<file path="src/rtl/codec_ring_pkg.sv">
package codec_ring_pkg;

  localparam int PTR_W = 8;

  // ring size codes
  localparam logic [1:0] SZ_2   = 2'd0;
  localparam logic [1:0] SZ_16  = 2'd1;
  localparam logic [1:0] SZ_256 = 2'd2;

  // register addresses
  localparam logic [3:0] RA_CMD_WP  = 4'h0;
  localparam logic [3:0] RA_CMD_RP  = 4'h1;
  localparam logic [3:0] RA_CMD_CTL = 4'h2;
  localparam logic [3:0] RA_CMD_SZ  = 4'h3;
  localparam logic [3:0] RA_RSP_WP  = 4'h4;
  localparam logic [3:0] RA_RSP_CTL = 4'h5;
  localparam logic [3:0] RA_RSP_SZ  = 4'h6;
  localparam logic [3:0] RA_RSP_TH  = 4'h7;
  localparam logic [3:0] RA_STAT    = 4'h8;

  typedef enum logic [1:0] {C_IDLE, C_REQ, C_WAIT, C_SEND} cmd_st_e;
  typedef enum logic [1:0] {R_IDLE, R_W0, R_W1} rsp_st_e;

  function automatic logic [PTR_W-1:0] ring_mask(input logic [1:0] sel);
    case (sel)
      SZ_2:    ring_mask = 8'h01;
      SZ_16:   ring_mask = 8'h0F;
      SZ_256:  ring_mask = 8'hFF;
      default: ring_mask = 8'h00;
    endcase
  endfunction

  function automatic logic size_ok(input logic [1:0] sel);
    size_ok = (sel != 2'd3);
  endfunction

endpackage

</file>
<file path="src/rtl/codec_cmd_fetch.sv">
module codec_cmd_fetch
  import codec_ring_pkg::*;
#(
  parameter int AW         = 16,
  parameter int DW         = 32,
  parameter int CMD_BASE   = 0,
  parameter int NUM_CODECS = 4
) (
  input  logic             clk_i,
  input  logic             rst_ni,
  input  logic             run_i,
  input  logic [1:0]       size_sel_i,
  input  logic [PTR_W-1:0] wp_i,
  input  logic             rp_wr_i,
  input  logic [PTR_W-1:0] rp_wdata_i,
  input  logic             gnt_i,
  input  logic [DW-1:0]    rdata_i,
  output logic             rd_req_o,
  output logic [AW-1:0]    rd_addr_o,
  output logic [PTR_W-1:0] rp_o,
  output logic             verb_valid_o,
  output logic [DW-1:0]    verb_o,
  output logic [3:0]       verb_cad_o,
  input  logic             verb_ready_i
);

  localparam logic [AW-1:0] BASE_A = AW'(CMD_BASE);
  localparam logic [4:0]    NCOD   = 5'(NUM_CODECS);

  cmd_st_e          st_q;
  logic             run_q, active_q;
  logic [PTR_W-1:0] rp_q, nxt_idx;
  logic [DW-1:0]    verb_q;
  logic [3:0]       rd_cad;

  assign nxt_idx = (rp_q + 8'd1) & ring_mask(size_sel_i);
  assign rd_cad  = rdata_i[DW-1 -: 4];

  always_ff @(posedge clk_i or negedge rst_ni) begin
    if (!rst_ni) begin
      st_q     <= C_IDLE;
      run_q    <= 1'b0;
      active_q <= 1'b0;
      rp_q     <= '0;
      verb_q   <= '0;
    end else begin
      run_q <= run_i;
      if (!run_i) begin
        active_q <= 1'b0;
        st_q     <= C_IDLE;
        if (rp_wr_i) rp_q <= rp_wdata_i;
      end else begin
        if (!run_q && size_ok(size_sel_i)) active_q <= 1'b1;
        case (st_q)
          C_IDLE: if (active_q && rp_q != wp_i) st_q <= C_REQ;
          C_REQ:  if (gnt_i) begin
                    rp_q <= nxt_idx;   // pre-increment, published at fetch
                    st_q <= C_WAIT;
                  end
          C_WAIT: begin
                    verb_q <= rdata_i;
                    st_q   <= ({1'b0, rd_cad} < NCOD) ? C_SEND : C_IDLE;
                  end
          C_SEND: if (verb_ready_i) st_q <= C_IDLE;
          default: st_q <= C_IDLE;
        endcase
      end
    end
  end

  assign rd_req_o     = (st_q == C_REQ);
  assign rd_addr_o    = BASE_A + AW'(nxt_idx);
  assign rp_o         = rp_q;
  assign verb_valid_o = (st_q == C_SEND);
  assign verb_o       = verb_q;
  assign verb_cad_o   = verb_q[DW-1 -: 4];


  verb_hold_chk: assert property (@(posedge clk_i) disable iff (!rst_ni)
    (verb_valid_o && !verb_ready_i && run_i) |=> (verb_valid_o && $stable(verb_o)));

  cad_range_chk: assert property (@(posedge clk_i) disable iff (!rst_ni)
    verb_valid_o |-> ({1'b0, verb_cad_o} < NCOD));

  stop_chk: assert property (@(posedge clk_i) disable iff (!rst_ni)
    !run_i |=> (!verb_valid_o && !rd_req_o));

  rp_move_chk: assert property (@(posedge clk_i) disable iff (!rst_ni)
    (run_i && !(rd_req_o && gnt_i)) |=> $stable(rp_o));

endmodule

</file>
<file path="src/rtl/codec_rsp_writer.sv">
module codec_rsp_writer
  import codec_ring_pkg::*;
#(
  parameter int AW       = 16,
  parameter int DW       = 32,
  parameter int RSP_BASE = 512
) (
  input  logic             clk_i,
  input  logic             rst_ni,
  input  logic             dma_en_i,
  input  logic             irq_en_i,
  input  logic [1:0]       size_sel_i,
  input  logic [7:0]       thresh_i,
  input  logic             wp_wr_i,
  input  logic [PTR_W-1:0] wp_wdata_i,
  input  logic             rsp_valid_i,
  input  logic [DW-1:0]    rsp_data_i,
  input  logic             rsp_unsol_i,
  input  logic [3:0]       rsp_cad_i,
  output logic             rsp_ready_o,
  output logic             wr_req_o,
  output logic [AW-1:0]    wr_addr_o,
  output logic [DW-1:0]    wr_data_o,
  output logic [PTR_W-1:0] wp_o,
  output logic             irq_set_o
);

  localparam logic [AW-1:0] BASE_A = AW'(RSP_BASE);

  rsp_st_e          st_q;
  logic [PTR_W-1:0] wp_q;
  logic [DW-1:0]    data_q;
  logic [4:0]       ext_q;
  logic [7:0]       cnt_q, cnt_nxt;

  assign cnt_nxt     = cnt_q + 8'd1;
  assign rsp_ready_o = dma_en_i && size_ok(size_sel_i) && (st_q == R_IDLE);
  assign irq_set_o   = (st_q == R_W1) && irq_en_i && (cnt_nxt == thresh_i);

  always_ff @(posedge clk_i or negedge rst_ni) begin
    if (!rst_ni) begin
      st_q   <= R_IDLE;
      wp_q   <= '0;
      data_q <= '0;
      ext_q  <= '0;
      cnt_q  <= '0;
    end else if (!dma_en_i) begin
      st_q  <= R_IDLE;
      cnt_q <= '0;
      if (wp_wr_i) wp_q <= wp_wdata_i;
    end else begin
      case (st_q)
        R_IDLE: if (rsp_valid_i && rsp_ready_o) begin
                  wp_q   <= (wp_q + 8'd1) & ring_mask(size_sel_i);
                  data_q <= rsp_data_i;
                  ext_q  <= {rsp_unsol_i, rsp_cad_i};
                  st_q   <= R_W0;
                end
        R_W0:   st_q <= R_W1;
        R_W1:   begin
                  st_q  <= R_IDLE;
                  cnt_q <= irq_set_o ? 8'd0 : cnt_nxt;
                end
        default: st_q <= R_IDLE;
      endcase
    end
  end

  assign wr_req_o  = (st_q != R_IDLE);
  assign wr_addr_o = BASE_A + AW'({wp_q, st_q == R_W1});
  assign wr_data_o = (st_q == R_W1) ? DW'(ext_q) : data_q;
  assign wp_o      = wp_q;


  pair_write_chk: assert property (@(posedge clk_i) disable iff (!rst_ni)
    (wr_req_o && !wr_addr_o[0] && dma_en_i) |=> (wr_req_o && wr_addr_o[0]));

  cnt_clear_chk: assert property (@(posedge clk_i) disable iff (!rst_ni)
    irq_set_o |=> (cnt_q == 8'd0));

  dma_off_chk: assert property (@(posedge clk_i) disable iff (!rst_ni)
    !dma_en_i |=> (!wr_req_o && cnt_q == 8'd0));

endmodule

</file>
<file path="src/rtl/codec_ring_ctrl.sv">
module codec_ring_ctrl
  import codec_ring_pkg::*;
#(
  parameter int AW         = 16,
  parameter int DW         = 32,
  parameter int CMD_BASE   = 0,
  parameter int RSP_BASE   = 512,
  parameter int NUM_CODECS = 4
) (
  input  logic          clk_i,
  input  logic          rst_ni,
  input  logic          reg_we_i,
  input  logic [3:0]    reg_addr_i,
  input  logic [7:0]    reg_wdata_i,
  output logic [7:0]    cmd_rp_o,
  output logic [7:0]    rsp_wp_o,
  output logic          rsp_irq_o,
  output logic          mem_req_o,
  output logic          mem_we_o,
  output logic [AW-1:0] mem_addr_o,
  output logic [DW-1:0] mem_wdata_o,
  input  logic [DW-1:0] mem_rdata_i,
  output logic          verb_valid_o,
  input  logic          verb_ready_i,
  output logic [DW-1:0] verb_o,
  output logic [3:0]    verb_cad_o,
  input  logic          rsp_valid_i,
  output logic          rsp_ready_o,
  input  logic [DW-1:0] rsp_data_i,
  input  logic          rsp_unsol_i,
  input  logic [3:0]    rsp_cad_i
);

  logic [7:0]    cmd_wp_q, thresh_q;
  logic [1:0]    cmd_sz_q, rsp_sz_q;
  logic          run_q, dma_q, ien_q, irq_q;
  logic          rp_wr, wp_wr, irq_set;
  logic          rd_req, wr_req;
  logic [AW-1:0] rd_addr, wr_addr;
  logic [DW-1:0] wr_data;

  assign rp_wr = reg_we_i && (reg_addr_i == RA_CMD_RP);
  assign wp_wr = reg_we_i && (reg_addr_i == RA_RSP_WP);

  always_ff @(posedge clk_i or negedge rst_ni) begin
    if (!rst_ni) begin
      cmd_wp_q <= '0;
      thresh_q <= '0;
      cmd_sz_q <= SZ_256;
      rsp_sz_q <= SZ_256;
      run_q    <= 1'b0;
      dma_q    <= 1'b0;
      ien_q    <= 1'b0;
    end else if (reg_we_i) begin
      case (reg_addr_i)
        RA_CMD_WP:  cmd_wp_q <= reg_wdata_i;
        RA_CMD_CTL: run_q    <= reg_wdata_i[0];
        RA_CMD_SZ:  cmd_sz_q <= reg_wdata_i[1:0];
        RA_RSP_CTL: {ien_q, dma_q} <= reg_wdata_i[1:0];
        RA_RSP_SZ:  rsp_sz_q <= reg_wdata_i[1:0];
        RA_RSP_TH:  thresh_q <= reg_wdata_i;
        default: ;
      endcase
    end
  end

  // sticky flag, set wins over a simultaneous clear
  always_ff @(posedge clk_i or negedge rst_ni) begin
    if (!rst_ni)      irq_q <= 1'b0;
    else if (irq_set) irq_q <= 1'b1;
    else if (reg_we_i && reg_addr_i == RA_STAT && reg_wdata_i[0]) irq_q <= 1'b0;
  end
  assign rsp_irq_o = irq_q;

  codec_cmd_fetch #(.AW(AW), .DW(DW), .CMD_BASE(CMD_BASE), .NUM_CODECS(NUM_CODECS)) u_cmd (
    .clk_i, .rst_ni,
    .run_i(run_q), .size_sel_i(cmd_sz_q), .wp_i(cmd_wp_q),
    .rp_wr_i(rp_wr), .rp_wdata_i(reg_wdata_i),
    .gnt_i(!wr_req), .rdata_i(mem_rdata_i),
    .rd_req_o(rd_req), .rd_addr_o(rd_addr), .rp_o(cmd_rp_o),
    .verb_valid_o, .verb_o, .verb_cad_o, .verb_ready_i
  );

  codec_rsp_writer #(.AW(AW), .DW(DW), .RSP_BASE(RSP_BASE)) u_rsp (
    .clk_i, .rst_ni,
    .dma_en_i(dma_q), .irq_en_i(ien_q), .size_sel_i(rsp_sz_q), .thresh_i(thresh_q),
    .wp_wr_i(wp_wr), .wp_wdata_i(reg_wdata_i),
    .rsp_valid_i, .rsp_data_i, .rsp_unsol_i, .rsp_cad_i, .rsp_ready_o,
    .wr_req_o(wr_req), .wr_addr_o(wr_addr), .wr_data_o(wr_data),
    .wp_o(rsp_wp_o), .irq_set_o(irq_set)
  );

  // response writes own the port ahead of fetches
  assign mem_req_o   = wr_req || rd_req;
  assign mem_we_o    = wr_req;
  assign mem_addr_o  = wr_req ? wr_addr : rd_addr;
  assign mem_wdata_o = wr_data;


  irq_en_chk: assert property (@(posedge clk_i) disable iff (!rst_ni)
    $rose(rsp_irq_o) |-> $past(ien_q));

  bad_size_chk: assert property (@(posedge clk_i) disable iff (!rst_ni)
    (rsp_sz_q == 2'd3) |-> !rsp_ready_o);

endmodule

</file>
<file path="config.mk">
export PLATFORM = sky130hd
export DESIGN_NAME = codec_ring_ctrl
export DESIGN_NICKNAME = d
export VERILOG_FILES = /design/src/rtl/codec_ring_pkg.sv /design/src/rtl/codec_cmd_fetch.sv /design/src/rtl/codec_rsp_writer.sv /design/src/rtl/codec_ring_ctrl.sv
export SDC_FILE = /design/constraint.sdc
export NUM_CORES = 1
export LEC_CHECK = 0
export BUFFER_PORTS_ARGS = -buffer_cell sky130_fd_sc_hd__buf_4
export CAP_MARGIN = 30
export CORE_AREA = 4 4 114 116
export DETAILED_ROUTE_END_ITERATION = 10
export DIE_AREA = 0 0 118 120
export PLACE_DENSITY = 0.81
export SLEW_MARGIN = 20
export SYNTH_ARGS = -nofsm -noshare
export SYNTH_HDL_FRONTEND = slang
export SYNTH_SLANG_ARGS = --single-unit
export TNS_END_PERCENT = 5
</file>
<file path="constraint.sdc">
create_clock -name clk_i -period 2.37 [get_ports clk_i]
set_clock_uncertainty 0.2 [all_clocks]
set_input_delay 0.237 -clock clk_i [delete_from_list [all_inputs] [get_ports clk_i]]
set_output_delay 0.237 -clock clk_i [all_outputs]
set_load 0.05 [all_outputs]
</file>
### Word level (Yosys, flattened, before mapping)

Index checks and enable logic that the tools add are counted.

| word-level totals | value |
|---|---|
| register bits | 123 |
| input port bits | 86 |

| operators by class | value |
|---|---|
| $add $sub $neg | 4 |
| magnitude comparators | 1 |
| equality and inequality tests | 31 |
| muxes and demuxes | 31 |
| bitwise logic cells | 2 |
| reduce and logical (&&, ||, !) cells | 33 |

Operator list:

| cell | count |
|---|---|
| 2-to-1 mux 8 bit | 14 |
| case mux 8 bit (3 select lines) | 2 |
| 2-to-1 mux 32 bit | 1 |
| adder 8 x 1 -> 8 bit (second input constant) | 3 |
| AND 8 bit | 2 |
| equality test 4 x 3 -> 1 bit (second input constant) | 4 |
| 2-to-1 mux 16 bit | 1 |
| 2-to-1 mux 2 bit | 7 |
| AND reduction 2 bit | 7 |
| AND reduction 3 bit | 4 |
| adder 10 x 9 -> 11 bit (first input constant) | 1 |
| logical AND 1 bit | 11 |
| equality test 2 bit (second input constant) | 5 |
| != test 2 x 1 -> 1 bit (second input constant) | 5 |
| != test 3 bit (second input constant) | 3 |
| equality test 2 x 1 -> 1 bit (second input constant) | 4 |
| equality test 4 x 2 -> 1 bit (second input constant) | 2 |
| equality test 8 bit | 1 |
| zero test 2 bit | 4 |
| != test 8 bit | 1 |
| case mux 2 bit (4 select lines) | 1 |
| nonzero test 2 bit | 4 |
| != test 2 bit (second input constant) | 3 |
| equality test 4 x 1 -> 1 bit (second input constant) | 1 |
| other kinds (8) | 11 |

### Longest topological paths before layout

Gate-level depths: netlist of run 1.

| depth | value |
|---|---|
| word-level depth | 11 |
| gate-level depth with buffers | 7 |
| depth with buffers taken out | 6 |

### Modules after synthesis

A second synthesis of run 1 with hierarchy kept.

| unflattened totals | value |
|---|---|
| cell total of the unflattened synthesis | 548 |
| area, all modules | 6371.1 um2 |

Modules (own cells, without submodules):

| module | instances | cells each | area an instance (um2) | seq. area each (um2) |
|---|---|---|---|---|
| codec_rsp_writer | 1 | 281 | 2984.1 | 1376.3 |
| codec_cmd_fetch | 1 | 183 | 2203.4 | 1101.1 |
| codec_ring_ctrl | 1 | 84 | 1183.6 | 603.1 |

### Worst setup path after synthesis of run 1

Ideal clock, no wire load.

| timing | value |
|---|---|
| path type | flip-flop to output port |
| from | reg u_cmd.rp_q[2] (netlist: u_cmd.rp_o[2]) |
| to | out mem_addr_o[5] |
| arrival | 2606 ps |
| required time | 1933 ps |
| path slack | -673 ps |
| stages on the path, launching flop included | 7 |
| path buffers | 1 |
| cells stage by stage | dfrtp_1 > clkbuf_1 > nand3_1 > nor2_1 > xor2_1 > nand2_1 > o21ai_0 |

| on the way | value |
|---|---|
| word-level cells in the longest chain between the ends | 3 |

RTL lines:

| element | RTL line | text |
|---|---|---|
| start: declaration | codec_cmd_fetch.sv:32 | `logic [PTR_W-1:0] rp_q, nxt_idx;` |
| start signal: assignment | codec_cmd_fetch.sv:51 | `if (rp_wr_i) rp_q <= rp_wdata_i;` |
| start signal: assignment | codec_cmd_fetch.sv:57 | `rp_q <= nxt_idx;` |
| adder 8 x 1 -> 8 bit | codec_cmd_fetch.sv:36 | `assign nxt_idx = (rp_q + 8'd1) & ring_mask(size_sel_i);` |
| AND 8 bit | codec_cmd_fetch.sv:36 |  |
| 2-to-1 mux 16 bit | codec_ring_ctrl.sv:96 | `assign mem_addr_o = wr_req ? wr_addr : rd_addr;` |
| end: declaration | codec_ring_ctrl.sv:20 | `output logic [AW-1:0] mem_addr_o,` |

No other way between the ends.

### Worst setup path after layout of run 1

| timing | value |
|---|---|
| from | reg u_cmd.rp_q[3] (netlist: u_cmd.rp_o[3]) |
| to | out mem_addr_o[6] |

The elaborated chain is that of the path after synthesis.

==> impl_metrics.tcl, run 1 <==
set metrics [dict create \
    multi_input_area_sq_mm 0.00280 \
    netlist_area_sq_mm 0.00602 \
    hold_depth 4 \
    port_buffers 184 \
    ys_seq_elements 123 \
    slowest_stage "dfrtp_2" \
    synth-edff-count 0 \
    hold_viol 0 \
    fill_cells 720 \
    first_pass_iters 4 \
    antenna_cells 0 \
    cts_num_sinks 123 \
    via_per_inst 5.22 \
    drc 0 \
    slew_headroom_pct 55.7 \
    clk-insertion-delay-late_ns 0.41 \
    ant_nets 0 \
    placed_cell_area_sq_mm 0.00756 \
    crit_buf_inv 1 \
    dp_hpwl_mm 10.8 \
    clock_path_buffers 2 \
    use_met2_pct 42.1 \
    dieWidth_um 118 \
    dieHeight_um 120 \
    grt_pass1_wl_mm 26.9 \
    drt_iter0_markers 447 \
    cp.depth 6 \
    cp_cell_sequence "and3_1, nand3_1, xnor2_1, nand2_1, o21ai_1, buf_6" \
    final_nets 871 \
    areaGrowthSynthToFinish_pct 50.7 \
    leakage_nw 4.15 \
    reg2reg_depth 6 \
    initial_core_util_pct 50.6 \
    ys_top_cells_by_count "dfrtp_1 (121), mux2_2 (92), nor2_1 (31), and2_1 (30), nand2_1 (30)" \
    fmax_mhz 432 \
    syn_avg_cell_area_sq_um 11.9 \
    period_share_pct 97.6 \
    ctsRootBufferMaster "clkbuf_16" \
    ioPinCount 191 \
    cp-start-kind "flip-flop" \
    hp-class "in -> reg" \
    synthFlopType "dfrtp_1" \
    path_max_fanout 8 \
    stdcell_area_sq_mm 0.00908 \
    yosysMostFrequentCell "dfrtp_1" \
    grt_use_total_pct 23.9 \
    crit_path_max_incr_delay_ns 0.48 \
    synth_cells 508 \
    cts_max_level 4 \
    cp-end-kind "output pin" \
    drt-total-wl_mm 16.6 \
    status "complete, no violations" \
    rsz0062_at_grt "true" \
    grtUsageMet1_pct 27.2 \
    yosysWarnings 0 \
    period_needed_ns 2.31 \
    grt_max_degree 48 \
    final-max-slew-violation-count 0 \
    dp_cells 819 \
    grt_pass1_vias 5373 \
    path_class "reg -> out" \
    wire_per_inst_um 17.7 \
    synth_seq_area_share_pct 51.1 \
    setup_violations 0 \
    dieArea_sq_mm 0.0142 \
    clk_pin_slew_ns 0.05 \
    maxCapViolations 0 \
    grt.busiest_layer "met2" \
    gp_congestion 0.914 \
    grtUsageMet3_pct 7.49 \
    ir_drop_v 0.000939 \
    tightest_slew_ns 0.664 \
    async_reset_ff_share_pct 100 \
    seq_area_sq_mm 0.00309 \
    rows 40 \
    critical-path-top-delay-family "flip-flops" \
    drive_above_1_share_pct 45.1 \
    vias 4888 \
    synthTopCellsByArea "dfrtp_1 (50%), mux2_2 (17%), xnor2_1 (3.5%)" \
    antenna_found_initial 0 \
    yosysUniqueCellTypes 50 \
    cts_tree "done" \
    grt.overflow.total 0 \
    synth_top_cell_area_share_pct 50.3 \
    coreArea_sq_mm 0.0119 \
    arrival_ns 1.88 \
    power.density_mw_per_mm2 1410 \
    numCtsBuffers 17 \
    synth_top_cell_by_area "dfrtp_1" \
    cp.required_ns 1.93 \
    layout.cells.non_filler 937 \
]
## flip-flops by register name, indices dropped and copies added (netlist names), 2 cells and up
| signal | flops |
|---|---|
| u_cmd.verb_o | 32 |
| u_rsp.data_q | 32 |
| cmd_wp_q | 8 |
| thresh_q | 8 |
| u_cmd.rp_o | 8 |
| u_rsp.cnt_q | 8 |
| u_rsp.wp_o | 8 |
| u_rsp.ext_q | 5 |
| cmd_sz_q | 2 |
| rsp_sz_q | 2 |
| u_cmd.st_q | 2 |
| u_rsp.st_q | 2 |
## cell usage in the layout (no fill, tap or decap), types with 9 or more instances in the layout
cell type      netlist  layout
and2_1              30      29
buf_4               14     195
clkbuf_16            0      17
dfrtp_1            121     114
dlygate4sd3_1        0      79
inv_1                9       9
mux2_2              92      92
nand2_1             30      30
nor2_1              31      30
nor3b_1              9       9
o21ai_0             16      11
xnor2_1             24      23
## worst min-delay path, stage by stage
cell	delay [ns]
buf_4	0.13
nor3b_1	0.08
nand2_1	0.06
o21ai_0	0.07
## layout make-up
cell class / count / area share (%)
sequential: 123 / 34.0
multi-input combinational: 345 / 30.9
timing repair buffer: 281 / 26.1
clock buffer: 26 / 5.72
tap: 147 / 2.03
clock inverter: 6 / 0.909
inverter: 9 / 0.372
## worst paths after layout
kind	slack, ns	end	startpoint
worst max-delay path	0.06	mem_addr_o[6]	u_cmd.rp_o[3]
worst min-delay path	0.03	rsp_sz_q[0]	reg_addr_i[0]
worst max register to register	0.12	u_rsp.wp_o[3]	rsp_sz_q[0]
worst min register to register	0.29	rsp_irq_o	rsp_irq_o
max in group asynchronous	1.02	rsp_sz_q[1]	rst_ni
min in group asynchronous	0.23	u_cmd.rp_o[4]	rst_ni
## power by group
group          internal [mW]  total (mW)  switching (mW)
sequential              2.94        3.60           0.662
combinational           2.40        6.62            4.22
clock                   1.71        2.60           0.885
## through the flow
| step | util [%] | TNS (ns) | power, mW | hold WS (ns) | setup WS [ns] |
|---|---|---|---|---|---|
| CTS | 75.5 | -0.00304 | 12.6 | 0.00588 | -0.00304 |
| floorplan | - | -6.85 | 7.99 | -0.259 | -0.297 |
| finish | 76.2 | 0 | 12.8 | 0.0251 | 0.0558 |
| global placement | 63.5 | 0 | 9.70 | 0.0891 | 0.242 |
| global route | 76.2 | -0.0304 | 13.4 | 0.0626 | -0.0265 |
| detailed placement | 63.5 | 0 | 9.86 | 0.103 | 0.166 |
## metal layers
metal  part of all wire, %  routed length [um]  vias to the layer above
li1                      -                   -                     2284
met1                    38                6290                     2367
met2                    52                8720                      207
met3                   7.7                1270                       30
met4                   2.0                 335                        0
met5                     0                   0                        -
## what timing repair did
item | 4_1_cts | 5_1_grt
pin swaps | 0 | 1
setup buffers | 0 | 7
endpoints found under the hold margin | 150 | 0
gates resized for setup | 13 | 9
endpoints found under the setup margin | 8 | 10
hold buffers | 79 | 0
## kinds of logic (layout without fill, tap and decap cells)
| kind of cell | count (synthesis) | count (layout) | share of synthesized area (%) |
|---|---|---|---|
| AND/OR/NAND/NOR | 153 | 153 | 14.8 |
| flip-flops | 123 | 123 | 51.1 |
| multiplexers | 96 | 96 | 17.9 |
| AO/OA/AOI/OAI | 48 | 48 | 5.38 |
| buffers and inverters | 45 | 322 | 3.97 |
| XOR/XNOR | 34 | 34 | 5.07 |
| adder cells (fa/ha/maj) | 8 | 8 | 1.66 |
| other | 1 | 6 | 0.0622 |
Power figures use the tool's default switching activity.
==> run 2: changes to the inputs <==
Settings changed: PLACE_DENSITY 0.81 to 0.79, SETUP_SLACK_MARGIN set to 0.15.
==> impl_metrics.tcl, run 2 (synthesized netlist as in run 1, its figures left out) <==
set metrics [dict create \
    netSwitchingFraction_pct 44.0 \
    path_class "reg -> out" \
    ant_nets 0 \
    cp_cell_sequence "ha_1, nand2b_1, o21ai_2, buf_6" \
    grt_pass1_vias 5486 \
    hp-class "in -> reg" \
    arrival_ns 1.80 \
    r2r_setup_slack_ns 0.18 \
    dp_hpwl_mm 10.8 \
    leakage_nw 4.20 \
    areaGrowthSynthToFinish_pct 52.8 \
    rows 40 \
    clk_pin_slew_ns 0.05 \
    fmax_mhz 448 \
    maxCapViolations 0 \
    hold_viol 0 \
    setup_violations 0 \
    switchingPower_mw 5.80 \
    critical-path-top-delay-family "flip-flops" \
    first_pass_iters 4 \
    cp.depth 4 \
    r2r-start "u_rsp.cnt_q[0]" \
    r2r_end "u_rsp.cnt_q[1]" \
    cp.required_ns 1.93 \
    final_nets 871 \
    p_int_mw 7.38 \
    dieWidth_um 118 \
    pwr-share-clk_pct 22.2 \
    vias 4990 \
    period_share_pct 94.2 \
    dieHeight_um 120 \
    initial_core_util_pct 50.6 \
    wire_per_inst_um 18.6 \
    setup_slack_ns 0.138 \
    port_buffers 184 \
    comb_power_share_pct 50.7 \
    crit_buf_inv 1 \
    final-max-slew-violation-count 0 \
    fill_cells 710 \
    cts_tree "done" \
    grt.overflow.total 0 \
    slowest_stage "dfstp_2" \
    dp_slack_ns 0.113 \
    drive_above_1_share_pct 45.6 \
    rsz0062_at_grt "true" \
    seq_power_share_pct 27.1 \
    dieArea_sq_mm 0.0142 \
    path_max_fanout 4 \
    via_per_inst 5.33 \
    clk-insertion-delay-late_ns 0.42 \
    fin_util_pct 77.3 \
    drc 0 \
    startpoint "cmd_sz_q[1]" \
    drt-total-wl_mm 17.4 \
    gp_congestion 0.903 \
    cts_num_sinks 123 \
    grt_pass1_wl_mm 28.1 \
    antenna_found_initial 0 \
    numCtsBuffers 17 \
    ir_drop_v 0.000987 \
    period_needed_ns 2.23 \
    cp-start-kind "flip-flop" \
    coreArea_sq_mm 0.0119 \
    grt_max_degree 47 \
    ioPinCount 191 \
    cts_max_level 4 \
    final_common_cell "buf_4" \
    reg2reg_depth 7 \
    power.density_mw_per_mm2 1430 \
    ctsRootBufferMaster "clkbuf_16" \
    status "complete, no violations" \
    crit_path_max_incr_delay_ns 0.56 \
    drt_iter0_markers 310 \
    antenna_cells 0 \
    endpoint "mem_addr_o[1]" \
    cp-end-kind "output pin" \
    mostFrequentLayoutCells "buf_4 (193), dfrtp_1 (113), mux2_2 (92), dlygate4sd3_1 (79)" \
    grt_use_total_pct 25.2 \
    clock_path_buffers 2 \
]
run 2: worst min path at each step:
stage / startpoint / end / slack [ns] / depth (start not counted)
2_1_floorplan: rst_ni / cmd_sz_q[0] / -0.26 / 0
3_3_place_gp: rst_ni / u_rsp.data_q[27] / 0.03 / 1
3_5_place_dp: rst_ni / u_rsp.data_q[22] / 0.03 / 1
4_1_cts: reg_addr_i[1] / rsp_irq_o / 0.002 / 3
5_1_grt: reg_addr_i[1] / rsp_irq_o / 0.04 / 3
6_report: reg_addr_i[1] / rsp_irq_o / 0.02 / 3
run 2: final cells by class:
class / instances / area (sq um) / area share [%]
well taps: 147 / 184 / 2.00
flip-flops and latches: 123 / 3090 / 33.6
clock buffers: 25 / 515 / 5.60
multi-input cells: 345 / 2830 / 30.7
repair buffers: 281 / 2400 / 26.0
inverters: 9 / 33.8 / 0.367
clock inverters: 6 / 155 / 1.69
run 2: timing repair:
item                                   4_1_cts  5_1_grt
setup buffers                                3        4
hold buffers                                79        0
gates resized for setup                     17        7
gates cloned                                 1        0
endpoints found under the hold margin      141        0
pin swaps                                    1        0
setup endpoints to repair                   49       39
run 2: stage by stage:
| stage | total power, mW | instance area [sq um] | hold WS (ns) | cells | setup TNS (ns) |
|---|---|---|---|---|---|
| after floorplan | 8.05 | 6120 | -0.259 | 513 | -0.894 |
| after global placement | 9.72 | 7570 | 0.0276 | 818 | 0 |
| after detailed placement | 9.89 | 7570 | 0.0321 | 818 | 0 |
| after CTS | 13.1 | 9150 | 0.00221 | 932 | 0 |
| after global routing | 13.7 | 9210 | 0.0383 | 936 | 0 |
| final | 13.2 | 9210 | 0.0198 | 936 | 0 |
run 2: per-layer routing:
| metal | routed length (um) | global-route usage, % | vias up |
|---|---|---|---|
| met2 | 9260 | 45.7 | 220 |
| met5 | 0 | 0 | - |
| met4 | 490 | 11.0 | 0 |
| met1 | 6360 | 26.4 | 2435 |
| li1 | - | - | 2287 |
| met3 | 1300 | 8.77 | 48 |
run 2: worst register-to-register path, stage by stage, from the launching register on:
cell	delay [ns]
dfrtp_1	0.44
ha_1	0.35
xor2_1	0.19
nor4_4	0.15
nand4_2	0.18
nor4_4	0.29
buf_4	0.19
o31ai_1	0.08
run 2: power by group through the flow:
stage	logic [mW]	clock network [mW]	registers [mW]
after floorplan	3.34	0	4.71
after global placement	6.23	0	3.49
after detailed placement	6.33	0	3.55
after CTS	6.58	2.96	3.54
after global routing	7.00	3.05	3.67
final	6.69	2.92	3.57
